## config.mk

```make
export PLATFORM = sky130hd
export DESIGN_NAME = edge_irq_ctrl
export DESIGN_NICKNAME = d
export VERILOG_FILES = /design/src/rtl/edge_irq_pkg.sv /design/src/rtl/eirq_line_front.sv /design/src/rtl/eirq_pend_bank.sv /design/src/rtl/eirq_req_merge.sv /design/src/rtl/edge_irq_ctrl.sv
export SDC_FILE = /design/constraint.sdc
export NUM_CORES = 1
export LEC_CHECK = 0
export BUFFER_PORTS_ARGS = -buffer_cell sky130_fd_sc_hd__buf_2
export CAP_MARGIN = 20
export CORE_ASPECT_RATIO = 0.6
export CORE_MARGIN = 3
export CORE_UTILIZATION = 50
export CTS_CLUSTER_SIZE = 30
export DETAILED_ROUTE_END_ITERATION = 8
export GPL_ROUTABILITY_DRIVEN = 0
export GPL_TIMING_DRIVEN = 0
export HOLD_SLACK_MARGIN = 0.08
export PLACE_DENSITY = 0.74
export RECOVER_POWER = 50
export SYNTH_ARGS = -nofsm -noshare
export SYNTH_HDL_FRONTEND = slang
export SYNTH_HIERARCHICAL = 1
export SYNTH_SLANG_ARGS = --single-unit
```

## constraint.sdc

```tcl
create_clock -name clk -period 1.5 [get_ports clk]
set_clock_uncertainty 0.05 [all_clocks]
set_input_delay 0.075 -clock clk [delete_from_list [all_inputs] [get_ports clk]]
set_output_delay 0.075 -clock clk [all_outputs]
set_load 0.02 [all_outputs]
```

## src/rtl/edge_irq_pkg.sv

```systemverilog
`timescale 1ns/1ps
package edge_irq_pkg;

  localparam int RA_RISE = 0;
  localparam int RA_FALL = 1;
  localparam int RA_MASK = 2;
  localparam int RA_PEND = 3;
  localparam int RA_SEL  = 4;

  localparam int NUM_GROUPS = 3;

  // Shared request index for a line: 0-1 -> 0, 2-3 -> 1, rest -> 2
  function automatic logic [1:0] line_group(input int unsigned idx);
    if (idx < 2) return 2'd0;
    else if (idx < 4) return 2'd1;
    else return 2'd2;
  endfunction

  // Qualified edge from current and previous synchronized samples
  function automatic logic edge_qualify(input logic cur, input logic prev,
                                        input logic rise_en, input logic fall_en);
    return (rise_en & cur & ~prev) | (fall_en & ~cur & prev);
  endfunction

  // Next pending state: clear first, then a fresh edge wins
  function automatic logic pend_next(input logic cur, input logic clr, input logic hit);
    return (cur & ~clr) | hit;
  endfunction

endpackage

```

## src/rtl/eirq_line_front.sv

```systemverilog
`timescale 1ns/1ps
module eirq_line_front #(
  parameter int NUM_PORTS = 4,
  parameter int SEL_W     = 2
) (
  input  logic                 clk,
  input  logic                 rst_n,
  input  logic [NUM_PORTS-1:0] src_pins,
  input  logic [SEL_W-1:0]     sel,
  input  logic                 rise_en,
  input  logic                 fall_en,
  output logic                 edge_hit
);
  import edge_irq_pkg::*;

  localparam int SYNC_STAGES = 2;

  logic                 picked;
  logic [SYNC_STAGES:0] shift_q;

  assign picked = src_pins[sel];

  always_ff @(posedge clk or negedge rst_n) begin
    if (!rst_n) shift_q <= '0;
    else        shift_q <= {shift_q[SYNC_STAGES-1:0], picked};
  end

  assign edge_hit = edge_qualify(shift_q[SYNC_STAGES-1], shift_q[SYNC_STAGES],
                                 rise_en, fall_en);
endmodule

```

## src/rtl/eirq_pend_bank.sv

```systemverilog
`timescale 1ns/1ps
module eirq_pend_bank #(
  parameter int NUM_LINES = 16
) (
  input  logic                 clk,
  input  logic                 rst_n,
  input  logic [NUM_LINES-1:0] edge_vec,
  input  logic [NUM_LINES-1:0] clr_vec,
  output logic [NUM_LINES-1:0] pend_q
);
  import edge_irq_pkg::*;

  for (genvar i = 0; i < NUM_LINES; i++) begin : g_bit
    always_ff @(posedge clk or negedge rst_n) begin
      if (!rst_n) pend_q[i] <= 1'b0;
      else        pend_q[i] <= pend_next(pend_q[i], clr_vec[i], edge_vec[i]);
    end
  end
endmodule

```

## src/rtl/eirq_req_merge.sv

```systemverilog
`timescale 1ns/1ps
module eirq_req_merge #(
  parameter int NUM_LINES = 16
) (
  input  logic [NUM_LINES-1:0] pend,
  input  logic [NUM_LINES-1:0] mask,
  output logic [2:0]           irq
);
  import edge_irq_pkg::*;

  always_comb begin
    irq = '0;
    for (int i = 0; i < NUM_LINES; i++) begin
      irq[line_group(i)] = irq[line_group(i)] | (pend[i] & mask[i]);
    end
  end
endmodule

```

## src/rtl/edge_irq_ctrl.sv

```systemverilog
`timescale 1ns/1ps
module edge_irq_ctrl #(
  parameter int NUM_LINES = 16,
  parameter int NUM_PORTS = 4,
  parameter int ADDR_W    = 3,
  parameter int DATA_W    = 32
) (
  input  logic                           clk,
  input  logic                           rst_n,
  input  logic [NUM_PORTS*NUM_LINES-1:0] port_pins,
  input  logic                           reg_wr,
  input  logic [ADDR_W-1:0]              reg_addr,
  input  logic [DATA_W-1:0]              reg_wdata,
  output logic [DATA_W-1:0]              reg_rdata,
  output logic [2:0]                     irq
);
  import edge_irq_pkg::*;

  localparam int SEL_W   = (NUM_PORTS > 1) ? $clog2(NUM_PORTS) : 1;
  localparam int SELV_W  = NUM_LINES * SEL_W;

  logic [NUM_LINES-1:0] rise_q, fall_q, mask_q;
  logic [SELV_W-1:0]    sel_q;
  logic [NUM_LINES-1:0] edge_vec, clr_vec, pend_q;

  logic wr_rise, wr_fall, wr_mask, wr_sel, wr_pend;
  assign wr_rise = reg_wr && (reg_addr == ADDR_W'(RA_RISE));
  assign wr_fall = reg_wr && (reg_addr == ADDR_W'(RA_FALL));
  assign wr_mask = reg_wr && (reg_addr == ADDR_W'(RA_MASK));
  assign wr_pend = reg_wr && (reg_addr == ADDR_W'(RA_PEND));
  assign wr_sel  = reg_wr && (reg_addr == ADDR_W'(RA_SEL));

  assign clr_vec = wr_pend ? reg_wdata[NUM_LINES-1:0] : '0;

  always_ff @(posedge clk or negedge rst_n) begin
    if (!rst_n) begin
      rise_q <= '0;
      fall_q <= '0;
      mask_q <= '0;
      sel_q  <= '0;
    end else begin
      if (wr_rise) rise_q <= reg_wdata[NUM_LINES-1:0];
      if (wr_fall) fall_q <= reg_wdata[NUM_LINES-1:0];
      if (wr_mask) mask_q <= reg_wdata[NUM_LINES-1:0];
      if (wr_sel)  sel_q  <= reg_wdata[SELV_W-1:0];
    end
  end

  for (genvar i = 0; i < NUM_LINES; i++) begin : g_line
    logic [NUM_PORTS-1:0] col;
    for (genvar p = 0; p < NUM_PORTS; p++) begin : g_port
      assign col[p] = port_pins[p*NUM_LINES + i];
    end
    eirq_line_front #(.NUM_PORTS(NUM_PORTS), .SEL_W(SEL_W)) front_i (
      .clk      (clk),
      .rst_n    (rst_n),
      .src_pins (col),
      .sel      (sel_q[i*SEL_W +: SEL_W]),
      .rise_en  (rise_q[i]),
      .fall_en  (fall_q[i]),
      .edge_hit (edge_vec[i])
    );
  end

  eirq_pend_bank #(.NUM_LINES(NUM_LINES)) bank_i (
    .clk      (clk),
    .rst_n    (rst_n),
    .edge_vec (edge_vec),
    .clr_vec  (clr_vec),
    .pend_q   (pend_q)
  );

  eirq_req_merge #(.NUM_LINES(NUM_LINES)) merge_i (
    .pend (pend_q),
    .mask (mask_q),
    .irq  (irq)
  );

  always_comb begin
    case (reg_addr)
      ADDR_W'(RA_RISE): reg_rdata = DATA_W'(rise_q);
      ADDR_W'(RA_FALL): reg_rdata = DATA_W'(fall_q);
      ADDR_W'(RA_MASK): reg_rdata = DATA_W'(mask_q);
      ADDR_W'(RA_PEND): reg_rdata = DATA_W'(pend_q);
      ADDR_W'(RA_SEL):  reg_rdata = DATA_W'(sel_q);
      default:          reg_rdata = '0;
    endcase
  end
endmodule

```

==> metrics.cfg <==
[timing]
rsz0062_at_grt=yes
setup_viol=96
fin_crit_sh=1.15
timing.final.ws_setup_ps=-226
min_period_ps=1730
max_freq_ghz=0.579
tns_ps=-11470
hold_viol=0
tightest_slew_ps=978
drv_slew=0
slew_headroom=0.348

[logic_synthesis]
netlist_instances=459
synth_edf_count=0
synth_adder_area_share=0
ys_seq_area_frac=0.567
synthArstFlopShare=1.00
syn-num-nets=561
synth-seq-cells=144
synth_area_leaders=dfrtp_1 (57%), mux2_2 (17%), mux4_2 (5.7%)
synth.avg_cell_area_um2=13.8
syn_area_um2=6350
synth_top_family_by_area=multiplexers
synthFlopType=dfrtp_1
yosys.area_share.simple=0.0784
ys_warn_count=6
synth_top_area_cell=dfrtp_1
synth-compound-area-share=0.0993
yosysUniqueCellTypes=30
synth_top_area_frac=0.567
synth.mux.area_fraction=0.227
synth_xor_area_frac=0

[finish]
layout_common_cells=dfrtp_1 (144), buf_2 (124), dlygate4sd3_1 (97)
final_nets=836
multi_input_area_um2=2670
mostFrequentLayoutCell=dfrtp_1
diodes=0
drive_above_1_share=0.448
fin_cells=912
fillers=768
regArea_um2=3600
area_delta_synth_final_pct=44.8

[min_path]
hold_path.startpoint=reg_wr
min_to=sel_q[0]$_DFFE_PN0P_
hold_path_class=in2reg
holdPathStages=4

[global_route]
grt_pass1_vias=5443
grt_pass1_wl_um=28300
antenna_found_initial=0
overflow=0
grt_max_degree=76
grt_usage=0.265

[drt]
drt_first_pass_iters=5
route.detailed.drc=0
ant_nets=0
vias=5012
wl_per_cell_um=20.2
avgViaCountPerCell=5.50
drt_wl_total_um=18400
drtIter0Drc=323

[job]
cap_violations=0

[critical_path]
cp_slowest_stage_delay_ps=410
reg2reg_from=sel_q[14]$_DFFE_PN0P_
worst_setup_path_start_kind=flop
critPathCaptureType=primary output
cp_num_cells=4
r2r-end=g_line[7].front_i/shift_q[0]$_DFF_PN0_
arrival_ps=1600
path_cells=a22o_1 -> a221oi_2 -> nand3_1 -> buf_2
path_buf_inv=1
crit_fanout=3
cpMaxStageDelayCell=dfrtp_1
rrSetupSlack_ps=370
critPathKind=reg2out
cp_top_family=compound AO/OA/AOI/OAI gates
rr_worst_depth=1
crit_required_ps=1370

[cts]
clk_latency_ps=410
cts_root_buf=clkbuf_16
clkTransAtPathRegs_ps=70
tritoncts=yes
cts.sinks=144
clockBufferDepth=2
numCtsBuffers=17
cts.htree.levels=4

[floorplan]
coreArea_um2=12200
std_cell_rows=31
io_pins=137
initial_core_util=0.520
die_w_um=152
dieArea_um2=14100
chipHeight_um=93.3

[power_and_ir_drop]
vdd_ir_drop_max_uv=910
power_density_nw_per_um2=1370
static-leakage-power_nw=4.05

[outcome]
status=finished, violations left
failed_checks=setup timing

[place]
numPlacedInstances=760
hpwl_um=11000
io_buffers=135

-- state kept, by name (all words and copies together) (netlist names) --
register	flops
fall_q	16
rise_q	16
sel_q	32
mask_q	16
bank_i/pend_q	16
g_line.front_i/shift_q	48
-- how the worst max path moves through the flow --
stage	start	end	slack [ps]
after detailed placement	reg_addr[1]	reg_rdata[7]	-670
final	bank_i/pend_q[9]$_DFF_PN0_	irq[2]	-230
after global routing	bank_i/pend_q[5]$_DFF_PN0_	irq[2]	-310
after CTS	bank_i/pend_q[9]$_DFF_PN0_	irq[2]	-230
after global placement	rst_n	sel_q[26]$_DFFE_PN0P_	-1670
after floorplan	reg_addr[2]	sel_q[10]$_DFFE_PN0P_	30
-- cell usage after synthesis, types with 2 or more instances --
cell type,n
nand3b_1,16
buf_2,6
mux2_2,95
nor2b_1,3
a21o_1,16
dfrtp_1,144
nor4b_4,2
a221oi_2,3
a32oi_1,16
and2_1,33
inv_1,16
o21ai_0,31
nand2_1,17
mux4_2,16
a22o_1,5
buf_4,4
clkbuf_1,9
a22oi_1,15
-- metal layers --
metal  vias to the layer above  wire [um]  GRT usage
met4                         0        175     0.0695
met5                         -          0          0
met1                      2568       8380      0.370
met3                        18       1090     0.0576
li1                       2240          -          -
met2                       186       8800      0.427
-- final cells by class --
class                      count  share of cell area
sequential                   144               0.392
timing repair buffer         256               0.204
buffer                        22              0.0162
multi-input combinational    276               0.290
clock inverter                15              0.0229
inverter                      17             0.00694
clock buffer                  17              0.0463
tap                          165              0.0224
-- cells by family (layout without fill, tap and decap cells) --
group / count (synthesis) / after routing
AO/OA/AOI/OAI: 88 / 88
buffers and inverters: 39 / 327
flip-flops: 144 / 144
multiplexers: 112 / 112
AND/OR/NAND/NOR: 76 / 76
-- worst min-delay path: stages --
cell and delay, ps:
buf_2 120, and2_0 130, clkbuf_2 170, mux2_2 170
-- power breakdown --
group	switching [W]	internal (W)	leakage, nW	total (W)
clock	0.00172	0.00281	0.293	0.00453
combinational	0.00100	0.00151	2.09	0.00252
sequential	0.000751	0.00481	1.67	0.00556
total	0.00347	0.00913	4.05	0.0126
-- stage by stage --
step	total power [W]	hold WS (ps)	setup slack [ps]	area [um2]	util
after floorplan	0.00675	-271	29.2	6350	-
after CTS	0.0125	163	-230	9080	0.744
after global routing	0.0131	269	-312	9200	0.753
after detailed placement	0.00757	72.3	-667	7270	0.595
final	0.0126	236	-226	9200	0.753
after global placement	0.00744	258	-1670	7230	0.592
-- timing repair --
| item | in CTS | in global routing |
|---|---|---|
| setup endpoints to repair | 77 | 51 |
| hold buffers | 97 | 0 |
| setup buffers | 13 | 10 |
| pin swaps | 5 | 9 |
| resized for setup | 44 | 23 |
| endpoints found under the hold margin | 181 | 0 |
Note: power is estimated with default switching activity, not from simulation.
